**src/rtl/tap_pkg.sv**
```systemverilog
package tap_pkg;

    typedef enum logic [3:0] {
        ST_RESET    = 4'h0,
        ST_IDLE     = 4'h1,
        ST_DR_SEL   = 4'h2,
        ST_DR_CAP   = 4'h3,
        ST_DR_SHIFT = 4'h4,
        ST_DR_EXIT1 = 4'h5,
        ST_DR_PAUSE = 4'h6,
        ST_DR_EXIT2 = 4'h7,
        ST_DR_UPD   = 4'h8,
        ST_IR_SEL   = 4'h9,
        ST_IR_CAP   = 4'hA,
        ST_IR_SHIFT = 4'hB,
        ST_IR_EXIT1 = 4'hC,
        ST_IR_PAUSE = 4'hD,
        ST_IR_EXIT2 = 4'hE,
        ST_IR_UPD   = 4'hF
    } tap_state_e;

    typedef enum logic [2:0] {
        MODE_EXTEST,
        MODE_SAMPLE,
        MODE_HIGHZ,
        MODE_CLAMP,
        MODE_BYPASS
    } tap_mode_e;

    localparam int IR_W = 3;
    localparam logic [IR_W-1:0] OP_EXTEST   = 3'b000;
    localparam logic [IR_W-1:0] OP_SAMPLE   = 3'b001;
    localparam logic [IR_W-1:0] OP_HIGHZ    = 3'b101;
    localparam logic [IR_W-1:0] OP_CLAMP    = 3'b110;
    localparam logic [IR_W-1:0] OP_BYPASS   = 3'b111;
    localparam logic [IR_W-1:0] IR_CAP_PAT  = 3'b001;

    localparam int CELLS_PER_IO = 3;
    localparam int CELL_IN  = 0;
    localparam int CELL_OUT = 1;
    localparam int CELL_OE  = 2;

endpackage

```
**src/rtl/tap_fsm.sv**
```systemverilog
module tap_fsm
    import tap_pkg::*;
(
    input  logic       tck,
    input  logic       trst_n,
    input  logic       tms,
    output tap_state_e state
);

    typedef struct packed {
        tap_state_e st;
    } fsm_regs_t;

    fsm_regs_t r_d, r_q;

    always_comb begin
        r_d = r_q;
        case (r_q.st)
            ST_RESET:    r_d.st = tms ? ST_RESET    : ST_IDLE;
            ST_IDLE:     r_d.st = tms ? ST_DR_SEL   : ST_IDLE;
            ST_DR_SEL:   r_d.st = tms ? ST_IR_SEL   : ST_DR_CAP;
            ST_DR_CAP:   r_d.st = tms ? ST_DR_EXIT1 : ST_DR_SHIFT;
            ST_DR_SHIFT: r_d.st = tms ? ST_DR_EXIT1 : ST_DR_SHIFT;
            ST_DR_EXIT1: r_d.st = tms ? ST_DR_UPD   : ST_DR_PAUSE;
            ST_DR_PAUSE: r_d.st = tms ? ST_DR_EXIT2 : ST_DR_PAUSE;
            ST_DR_EXIT2: r_d.st = tms ? ST_DR_UPD   : ST_DR_SHIFT;
            ST_DR_UPD:   r_d.st = tms ? ST_DR_SEL   : ST_IDLE;
            ST_IR_SEL:   r_d.st = tms ? ST_RESET    : ST_IR_CAP;
            ST_IR_CAP:   r_d.st = tms ? ST_IR_EXIT1 : ST_IR_SHIFT;
            ST_IR_SHIFT: r_d.st = tms ? ST_IR_EXIT1 : ST_IR_SHIFT;
            ST_IR_EXIT1: r_d.st = tms ? ST_IR_UPD   : ST_IR_PAUSE;
            ST_IR_PAUSE: r_d.st = tms ? ST_IR_EXIT2 : ST_IR_PAUSE;
            ST_IR_EXIT2: r_d.st = tms ? ST_IR_UPD   : ST_IR_SHIFT;
            ST_IR_UPD:   r_d.st = tms ? ST_DR_SEL   : ST_IDLE;
            default:     r_d.st = ST_RESET;
        endcase
    end

    always_ff @(posedge tck or negedge trst_n) begin
        if (!trst_n) r_q.st <= ST_RESET;
        else         r_q    <= r_d;
    end

    assign state = r_q.st;

endmodule

```
**src/rtl/tap_ir.sv**
```systemverilog
module tap_ir
    import tap_pkg::*;
(
    input  logic       tck,
    input  logic       trst_n,
    input  tap_state_e state,
    input  logic       tdi,
    output logic       ir_lsb,
    output tap_mode_e  mode
);

    logic [IR_W-1:0] sr_d, sr_q;
    logic [IR_W-1:0] op_d, op_q;

    // shift stage, rising edge
    always_comb begin
        sr_d = sr_q;
        if (state == ST_IR_CAP)        sr_d = IR_CAP_PAT;
        else if (state == ST_IR_SHIFT) sr_d = {tdi, sr_q[IR_W-1:1]};
    end

    always_ff @(posedge tck or negedge trst_n) begin
        if (!trst_n) sr_q <= IR_CAP_PAT;
        else         sr_q <= sr_d;
    end

    // active opcode, falling edge
    always_comb begin
        op_d = op_q;
        if (state == ST_RESET)       op_d = OP_BYPASS;
        else if (state == ST_IR_UPD) op_d = sr_q;
    end

    always_ff @(negedge tck or negedge trst_n) begin
        if (!trst_n) op_q <= OP_BYPASS;
        else         op_q <= op_d;
    end

    always_comb begin
        case (op_q)
            OP_EXTEST: mode = MODE_EXTEST;
            OP_SAMPLE: mode = MODE_SAMPLE;
            OP_HIGHZ:  mode = MODE_HIGHZ;
            OP_CLAMP:  mode = MODE_CLAMP;
            default:   mode = MODE_BYPASS;
        endcase
    end

    assign ir_lsb = sr_q[0];

endmodule

```
**src/rtl/tap_bsr.sv**
```systemverilog
module tap_bsr
    import tap_pkg::*;
#(
    parameter int NUM_IO = 4
) (
    input  logic                tck,
    input  logic                trst_n,
    input  tap_state_e          state,
    input  tap_mode_e           mode,
    input  logic                tdi,
    input  logic [NUM_IO-1:0]   core_out,
    input  logic [NUM_IO-1:0]   core_oe,
    input  logic [NUM_IO-1:0]   pad_in,
    output logic [NUM_IO-1:0]   pad_out,
    output logic [NUM_IO-1:0]   pad_oe,
    output logic                bsr_lsb,
    output logic [CELLS_PER_IO*NUM_IO-1:0] upd
);

    localparam int BSR_LEN = CELLS_PER_IO * NUM_IO;

    logic [BSR_LEN-1:0] sr_d, sr_q;
    logic [BSR_LEN-1:0] upd_d, upd_q;
    logic [BSR_LEN-1:0] cap_vec;
    logic               sel_chain;
    logic               drive_cells;
    logic               force_off;

    assign sel_chain   = (mode == MODE_EXTEST) || (mode == MODE_SAMPLE);
    assign drive_cells = (mode == MODE_EXTEST) || (mode == MODE_CLAMP);
    assign force_off   = (mode == MODE_HIGHZ);

    for (genvar i = 0; i < NUM_IO; i++) begin : g_pin
        localparam int B = CELLS_PER_IO * i;
        assign cap_vec[B+CELL_IN]  = pad_in[i];
        assign cap_vec[B+CELL_OUT] = pad_out[i];
        assign cap_vec[B+CELL_OE]  = pad_oe[i];
        assign pad_out[i] = drive_cells ? upd_q[B+CELL_OUT] : core_out[i];
        assign pad_oe[i]  = force_off   ? 1'b0 :
                            drive_cells ? upd_q[B+CELL_OE]  : core_oe[i];
    end

    always_comb begin
        sr_d = sr_q;
        if (sel_chain) begin
            if (state == ST_DR_CAP)        sr_d = cap_vec;
            else if (state == ST_DR_SHIFT) sr_d = {tdi, sr_q[BSR_LEN-1:1]};
        end
    end

    always_ff @(posedge tck or negedge trst_n) begin
        if (!trst_n) sr_q <= '0;
        else         sr_q <= sr_d;
    end

    always_comb begin
        upd_d = upd_q;
        if (sel_chain && state == ST_DR_UPD) upd_d = sr_q;
    end

    always_ff @(negedge tck or negedge trst_n) begin
        if (!trst_n) upd_q <= '0;
        else         upd_q <= upd_d;
    end

    assign bsr_lsb = sr_q[0];
    assign upd     = upd_q;

endmodule

```
**src/rtl/jtag_bscan_tap.sv**
```systemverilog
module jtag_bscan_tap
    import tap_pkg::*;
#(
    parameter int NUM_IO = 4
) (
    input  logic              tck,
    input  logic              trst_n,
    input  logic              tms,
    input  logic              tdi,
    output logic              tdo,
    output logic              tdo_oe,
    input  logic [NUM_IO-1:0] core_out,
    input  logic [NUM_IO-1:0] core_oe,
    output logic [NUM_IO-1:0] core_in,
    output logic [NUM_IO-1:0] pad_out,
    output logic [NUM_IO-1:0] pad_oe,
    input  logic [NUM_IO-1:0] pad_in
);

    localparam int BSR_LEN = CELLS_PER_IO * NUM_IO;

    typedef struct packed {
        logic byp;
    } rise_regs_t;

    typedef struct packed {
        logic dout;
        logic oe;
    } fall_regs_t;

    tap_state_e         state;
    tap_mode_e          mode;
    logic               ir_lsb;
    logic               bsr_lsb;
    logic [BSR_LEN-1:0] bsr_upd;
    logic               sel_chain;
    rise_regs_t         rr_d, rr_q;
    fall_regs_t         fr_d, fr_q;

    tap_fsm u_fsm (
        .tck    (tck),
        .trst_n (trst_n),
        .tms    (tms),
        .state  (state)
    );

    tap_ir u_ir (
        .tck    (tck),
        .trst_n (trst_n),
        .state  (state),
        .tdi    (tdi),
        .ir_lsb (ir_lsb),
        .mode   (mode)
    );

    tap_bsr #(.NUM_IO(NUM_IO)) u_bsr (
        .tck      (tck),
        .trst_n   (trst_n),
        .state    (state),
        .mode     (mode),
        .tdi      (tdi),
        .core_out (core_out),
        .core_oe  (core_oe),
        .pad_in   (pad_in),
        .pad_out  (pad_out),
        .pad_oe   (pad_oe),
        .bsr_lsb  (bsr_lsb),
        .upd      (bsr_upd)
    );

    assign sel_chain = (mode == MODE_EXTEST) || (mode == MODE_SAMPLE);

    // one-bit pass-through register
    always_comb begin
        rr_d = rr_q;
        if (state == ST_DR_CAP)        rr_d.byp = 1'b0;
        else if (state == ST_DR_SHIFT) rr_d.byp = tdi;
    end

    always_ff @(posedge tck or negedge trst_n) begin
        if (!trst_n) rr_q <= '0;
        else         rr_q <= rr_d;
    end

    // serial output, falling edge
    always_comb begin
        fr_d    = fr_q;
        fr_d.oe = 1'b0;
        if (state == ST_IR_SHIFT) begin
            fr_d.oe   = 1'b1;
            fr_d.dout = ir_lsb;
        end else if (state == ST_DR_SHIFT) begin
            fr_d.oe   = 1'b1;
            fr_d.dout = sel_chain ? bsr_lsb : rr_q.byp;
        end
    end

    always_ff @(negedge tck or negedge trst_n) begin
        if (!trst_n) fr_q <= '0;
        else         fr_q <= fr_d;
    end

    assign tdo     = fr_q.dout;
    assign tdo_oe  = fr_q.oe;
    assign core_in = pad_in;

endmodule

```
**config.mk**
```make
export PLATFORM = sky130hd
export DESIGN_NAME = jtag_bscan_tap
export DESIGN_NICKNAME = d
export VERILOG_FILES = /design/src/rtl/tap_pkg.sv /design/src/rtl/tap_fsm.sv /design/src/rtl/tap_ir.sv /design/src/rtl/tap_bsr.sv /design/src/rtl/jtag_bscan_tap.sv
export SDC_FILE = /design/constraint.sdc
export NUM_CORES = 1
export LEC_CHECK = 0
export BUFFER_PORTS_ARGS = -buffer_cell sky130_fd_sc_hd__buf_2
export CAP_MARGIN = 10
export CORE_MARGIN = 2
export CORE_UTILIZATION = 60
export DETAILED_ROUTE_END_ITERATION = 10
export PLACE_DENSITY = 0.94
export SLEW_MARGIN = 20
export SYNTH_ARGS = -nofsm -noshare
export SYNTH_HDL_FRONTEND = slang
export SYNTH_SLANG_ARGS = --single-unit
```
**constraint.sdc**
```tcl
create_clock -name tck -period 3.34 [get_ports tck]
set_clock_uncertainty 0.15 [all_clocks]
set_input_delay 1.002 -clock tck [delete_from_list [all_inputs] [get_ports tck]]
set_output_delay 1.002 -clock tck [all_outputs]
set_load 0.01 [all_outputs]
```
==> impl_results.md, run 1 <==
- WS Path Type: reg2out
- GRT overflow: 0
- Synthesized net count: 221
- Crit. End Element: output pin
- Final Hold Vio Count: 0
- Port buffer count: 29
- Failing checks: setup timing
- Clk Latency, worst-skew pair: 440 ps
- I/O pins: 30
- Yosys top cell by area: dfrtp_1
- RePlAce Congestion: 0.835
- Share of cells above drive strength 1: 39.8%
- Standard-cell rows: 20
- Drt initial violations: 198
- EDFF count, synth: 0
- Total power: 1.59 mW
- Critical Path RT: 2190 ps
- Arrival @ worst endpoint: 3670 ps
- Hold-fix buffers at CTS: 0
- Post-placement cell count: 286
- Clock buffer depth: 2
- Yosys top cell area share: 25.1%
- Post-Layout Cell Count: 300
- Distinct cells, synth: 41
- Mapped Area: 1890 sq um
- CTS Buf Count: 5
- Total GRT Usage: 32.0%
- Drt first pass iters: 4
- Clock root buffer master: clkbuf_4
- Seq pwr share: 35.3%
- Slew Viols, Final: 0
- Antenna diodes: 0
- Core Region: 3030 sq um
- Worst rel slew slack: 63.8%
- Most common cell in the netlist: nand2_1
- Initial Util: 62.5%
- Vias in the first global route: 1744
- DP Area: 2190 sq um
- Final ANT Viol Nets: 0
- Post-Syn Instances: 205
- Maximum VDD drop: 0.538 mV
- Min-delay worst type: reg2reg
- Vias per cell: 6.28
- Switching part of the total: 39.2%
- Main flop type after synthesis: dfrtp_1
- DRT Wirelength: 5440 microns
- Final worst setup slack: -1480 ps
- Die H: 60.2 microns
- Final nets: 271
- Post-DP HPWL: 3230 microns
- P_sw: 0.621 mW
- Die width: 60.2 microns
- Synthesized flop and latch total: 33
- Syn avg cell area: 9.23 sq um
- CP Max Fanout: 4
- # Max-Cap Violations: 0
- CTS clock-pin slew for the worst setup and hold paths: 100 ps
- WL/cell: 18.1 microns
- Pre-CTS setup slack: -955 ps
- Lkg Pwr: 1.15 nW
- Clock Sink Count: 33
- Clock group share of total power: 20.8%
- Yosys warning total: 0
- Setup violations, final: 18
- Slew of the pin with the lowest slew margin: 540 ps
- Die area: 3620 sq um
- Synth area leaders: dfrtp_1 25%, dfrtn_1 13%, dfstp_2 5.6%
- RSZ-0062 raised after global routing: yes
- Outcome: finished, violations left
- Hold slack: 313 ps
- PwrDens: 657 nW/um^2
- H-Tree Depth: 2
- Sequential area share after synthesis: 43.9%
- CTS tree: done
- Crit start category: flop
- Post-synth top cells: 27 x nand2_1, 19 x dfrtp_1, 13 x o21ai_0, 12 x a21oi_1
- Setup tns final: -14100 ps
- Ys async rst share: 100%
- Detailed-route via count: 1885
- Initial antenna violation count: 0
- First-pass GRT wire length: 8310 microns
- Gate power share: 44.0%
- Number of remaining DRC errors: 0
- Final Core Density: 79.7%
- Post-route cell area: 2410 sq um
- P&R area growth vs syn: 27.6%
- Internal power: 0.965 mW
- Largest net degree at the start of global routing: 25
final timing paths:
kind	slack (ps)	depth (start not counted)	from	end
worst max-delay path	-1480	5	u_ir.op_q[2]	pad_out[1]
worst min-delay path	310	1	u_bsr.upd[7]	u_bsr.upd[7]
worst max register to register	-360	6	u_ir.op_q[2]	u_bsr.sr_q[1]
worst min register to register	310	1	u_bsr.upd[7]	u_bsr.upd[7]
max in group asynchronous	680	2	trst_n	u_bsr.upd[4]
min in group asynchronous	370	1	trst_n	u_fsm.state[1]
cell type report:
class / count / area, sq um
clock buffer: 7 / 48.8
timing repair buffer: 60 / 385
sequential: 33 / 831
inverter: 7 / 26.3
fill: 177 / 614
multi-input combinational: 145 / 1030
tap: 44 / 55.1
clock inverter: 4 / 41.3
logic make-up after synthesis:
kind of cell	Yosys count	synth area share [%]
buffers and inverters	27	7.41
AOI/OAI and AO/OA	57	20.0
and+or+nand+nor	71	19.4
muxes	16	8.86
DFF	33	43.9
xor gates and xnor gates	1	0.463
layer usage:
layer | share of wire [%] | vias to the layer above | GRT usage, %
li1 | - | 836 | -
met1 | 38 | 884 | 40.7
met2 | 48 | 132 | 49.7
met3 | 9.0 | 33 | 8.01
met4 | 5.1 | 0 | 17.5
met5 | 0 | - | 0
worst max-delay path: stages (launching register included):
cell and delay [ps]:
dfstp_2 600, nand2b_4 150, and3b_2 280, mux2i_2 290, inv_1 90, buf_2 160
layout by cell type, fill, tap and decap left out, types with 3 or more instances in the layout:
| cell type | count |
|---|---|
| dfrtp_1 | 19 |
| clkbuf_4 | 6 |
| a21boi_0 | 3 |
| mux2_2 | 6 |
| dfrtn_1 | 10 |
| nand3_1 | 4 |
| o21ai_0 | 13 |
| nor2b_1 | 5 |
| o221ai_2 | 4 |
| nand2b_1 | 4 |
| or4_4 | 3 |
| o32ai_2 | 4 |
| nor2_1 | 9 |
| nand2_1 | 27 |
| a22oi_1 | 3 |
| buf_4 | 29 |
| a21oi_1 | 11 |
| inv_1 | 10 |
| nor3_1 | 6 |
| buf_2 | 29 |
| mux2i_1 | 8 |
| o32ai_1 | 5 |
| dfstp_2 | 4 |
power groups by stage:
stage / clock, mW / sequential [mW] / combinational, mW
after floorplan: 0.00747 / 0.551 / 0.452
after global placement: 0.00747 / 0.560 / 0.594
after detailed placement: 0.00747 / 0.561 / 0.616
after CTS: 0.316 / 0.556 / 0.652
after global routing: 0.350 / 0.573 / 0.752
final: 0.329 / 0.560 / 0.697
state kept, by name (all words and copies together), names as in the netlist:
register,count
u_bsr.sr_q,12
u_bsr.upd,8
u_fsm.state,4
u_ir.op_q,3
u_ir.sr_q,3
rr_q,1
tdo,1
tdo_oe,1
repair_timing:
item                                   in CTS  in global routing
buffers inserted                            3                  0
resized for setup                          11                 13
cloned                                      0                  1
setup endpoints to repair                  18                 23
pin swaps                                   2                  2
endpoints found under the hold margin       0                  0
(Power assumes the default switching activity.)
==> run 2: changes to the inputs <==
--- a/config.mk
+++ b/config.mk
@@ -13,2 +13,3 @@
 export PLACE_DENSITY = 0.94
+export RECOVER_POWER = 50
 export SLEW_MARGIN = 20
==> constraint.sdc (replaced) <==
create_clock -name tck -period 3.34 [get_ports tck]
set_clock_uncertainty 0.15 [all_clocks]
set_input_delay 0.835 -clock tck [delete_from_list [all_inputs] [get_ports tck]]
set_output_delay 0.835 -clock tck [all_outputs]
set_load 0.01 [all_outputs]
==> run 2 against run 1 <==
  * Highest routed layer unchanged
  * Global-route usage grew 1.2 points
  * Worst setup slack gained 260 ps
  * Die area is the same
  * Clock power shrank 27%
  * Sequential share of layout area shrank 2.1 points
  * The flow still finishes with violations (setup timing)
  * Utilization grew 5.2 points
  * Total power is essentially flat
  * Largest cell class unchanged
  * Non-clock buffer count grew 3
  * Critical endpoint is now pad_out[3]
  * Combinational power grew 11%
==> impl_results.md, run 2 (synthesis results as in run 1) <==
- Clock buffer depth: 2 (unchanged)
- Port buffer count: 29 (unchanged)
- CTS tree: done (unchanged)
- Largest register by flop count: u_bsr.sr_q (unchanged)
- Critical Path RT: 2350 ps (was 2190 ps)
- Clock Sink Count: 33 (unchanged)
- Clock group share of total power: 15.1% (was 20.8%)
- Slowest stage cell, crit path: dfstp_2 (unchanged)
- First-pass GRT wire length: 8450 microns (was 8310 microns)
- Slew of the pin with the lowest slew margin: 924 ps (was 540 ps)
- Internal power: 0.911 mW (was 0.965 mW)
- Post-placement cell count: 283 (was 286)
- Die H: 60.2 microns (unchanged)
- Post-DP HPWL: 3210 microns (was 3230 microns)
- I/O pins: 30 (unchanged)
- CP Max Fanout: 4 (unchanged)
- RSZ-0062 raised after global routing: yes (unchanged)
- PwrDens: 616 nW/um^2 (was 657 nW/um^2)
- H-Tree Depth: 2 (unchanged)
- Switching part of the total: 42.5% (was 39.2%)
- Outcome: finished, violations left (unchanged)
- Number of remaining DRC errors: 0 (unchanged)
- Crit. End Element: output pin (unchanged)
- Drt first pass iters: 4 (unchanged)
- Min-delay worst type: reg2reg (unchanged)
- Largest net degree at the start of global routing: 25 (unchanged)
- Slew Viols, Final: 0 (unchanged)
- Footprint of the multi-input gates: 1180 sq um (was 1030 sq um)
- Largest stage delay, worst path: 540 ps (was 600 ps)
- Maximum VDD drop: 0.521 mV (was 0.538 mV)
- Final worst setup slack: -1230 ps (was -1480 ps)
- Gate power share: 48.9% (was 44.0%)
- GRT overflow: 0 (unchanged)
- Die width: 60.2 microns (unchanged)
- Final ANT Viol Nets: 0 (unchanged)
- Post-Layout Cell Count: 304 (was 300)
- P&R area growth vs syn: 35.9% (was 27.6%)
- Initial antenna violation count: 1 (was 0)
- Most frequent cells in the layout: 27 x nand2_1, 26 x buf_2, 20 x buf_4, 19 x dfrtp_1, 12 x o21ai_0 (was 29 x buf_2, 29 x buf_4, 27 x nand2_1, 19 x dfrtp_1, 13 x o21ai_0)
- Total GRT Usage: 33.2% (was 32.0%)
- Seq pwr share: 36.0% (was 35.3%)
- Clk Latency, worst-skew pair: 410 ps (was 440 ps)
- Fillcell total: 156 (was 177)
- FF+latch area: 831 sq um (unchanged)
- Drt initial violations: 145 (was 198)
- Vias in the first global route: 1771 (was 1744)
- Setup violations, final: 29 (was 18)
- WL/cell: 21.0 microns (was 18.1 microns)
- Die area: 3620 sq um (unchanged)
- Commonest non-fill, non-tap cell in the layout: nand2_1
- Final nets: 274 (was 271)
- Number of flip-flops in the largest register: 12 (unchanged)
- Clock root buffer master: clkbuf_4 (unchanged)
- Arrival @ worst endpoint: 3580 ps (was 3670 ps)
- Worst-path cell chain: nand2b_4 -> and3b_2 -> mux2i_2 -> inv_1 -> buf_2 (unchanged)
- P_sw: 0.673 mW (was 0.621 mW)
- RePlAce Congestion: 0.855 (was 0.835)
- Vias per cell: 6.32 (was 6.28)
- Crit start category: flop (unchanged)
- Lkg Pwr: 1.18 nW (was 1.15 nW)
- Pre-CTS setup slack: -791 ps (was -955 ps)
- Hold-fix buffers at CTS: 0 (unchanged)
- Core Region: 3030 sq um (unchanged)
- Setup tns final: -12690 ps (was -14100 ps)
- CTS Buf Count: 5 (unchanged)
- Initial Util: 62.5% (unchanged)
- WS Path Type: reg2out (unchanged)
- Hold slack: 317 ps (was 313 ps)
- Final Hold Vio Count: 0 (unchanged)
- Share of cells above drive strength 1: 43.2% (was 39.8%)
- CTS clock-pin slew for the worst setup and hold paths: 80 ps (was 100 ps)
- DRT Wirelength: 6380 microns (was 5440 microns)
- Total power: 1.58 mW (was 1.59 mW)
- # Max-Cap Violations: 0 (unchanged)
- Failing checks: setup timing (unchanged)
- Worst rel slew slack: 37.9% (was 63.8%)
- Standard-cell rows: 20 (unchanged)
- Detailed-route via count: 1921 (was 1885)
run 2: changes by cell type in the layout (fill, tap and decap cells not counted), moves of 3 or more:
cell and change:
o32ai_1 -4, clkbuf_1 +8, buf_4 -9, o32ai_4 +5, nor3_2 +3, buf_2 -3
a21boi_0 -3, nor3_1 -3, buf_6 +3
run 2: what timing repair did:
item                       CTS  global route
setup buffers                9             2
pin swaps                   14            15
setup endpoints to repair   18            23
gates resized for setup     32            32
cloned                       0             2
run 2: layout make-up:
type / count / share of cell area (%)
Timing Repair Buffer: 63 / 16.1
Antenna cell: 1 / 0.0973
Tap cell: 44 / 2.14
Clock inverter: 6 / 0.973
Sequential cell: 33 / 32.3
Inverter: 7 / 1.12
Multi-Input combinational cell: 145 / 45.8
Clock buffer: 5 / 1.46
run 2: through the flow:
step                util [%]  cell area [sq um]
detailed placement      72.1               2180
global route            84.9               2570
floorplan                  -               1920
global placement        72.1               2180
finish                  84.9               2570
CTS                     80.9               2450
run 2: worst max-delay path: cells and delay by family (launching register included):
kind                   cells  cell delay (ps)
AND/OR/NAND/NOR            2              420
multiplexers               1              280
flip-flops                 1              540
buffers and inverters      2              250
run 2: path summary, 6_finish.rpt:
path / cells after the start / slack [ps] / end / from
worst max-delay path: 5 / -1230 / pad_out[3] / u_ir.op_q[2]
worst min-delay path: 1 / 320 / u_bsr.upd[1] / u_bsr.upd[1]
worst max register to register: 6 / -330 / u_ir.op_q[2] / u_fsm.state[1]
worst min register to register: 1 / 320 / u_bsr.upd[1] / u_bsr.upd[1]
max in group asynchronous: 2 / -60 / tdo_oe / trst_n
min in group asynchronous: 1 / 360 / u_bsr.sr_q[2] / trst_n
run 2: power by group through the flow:
stage / sequential (mW) / combinational, mW / clock (mW)
after global placement: 0.563 / 0.595 / 0.00747
after floorplan: 0.551 / 0.452 / 0.00747
after global routing: 0.577 / 0.832 / 0.260
after detailed placement: 0.566 / 0.617 / 0.00747
after CTS: 0.560 / 0.685 / 0.231
final: 0.570 / 0.775 / 0.239
run 2: layer usage:
metal,part of all wire (%),track usage [%],routed length (microns),vias to the layer above
li1,-,-,-,843
met1,38,36.6,2440,941
met2,50,56.1,3210,103
met3,5.5,6.71,348,34
met4,6.1,24.1,389,0
met5,0,0,0,-
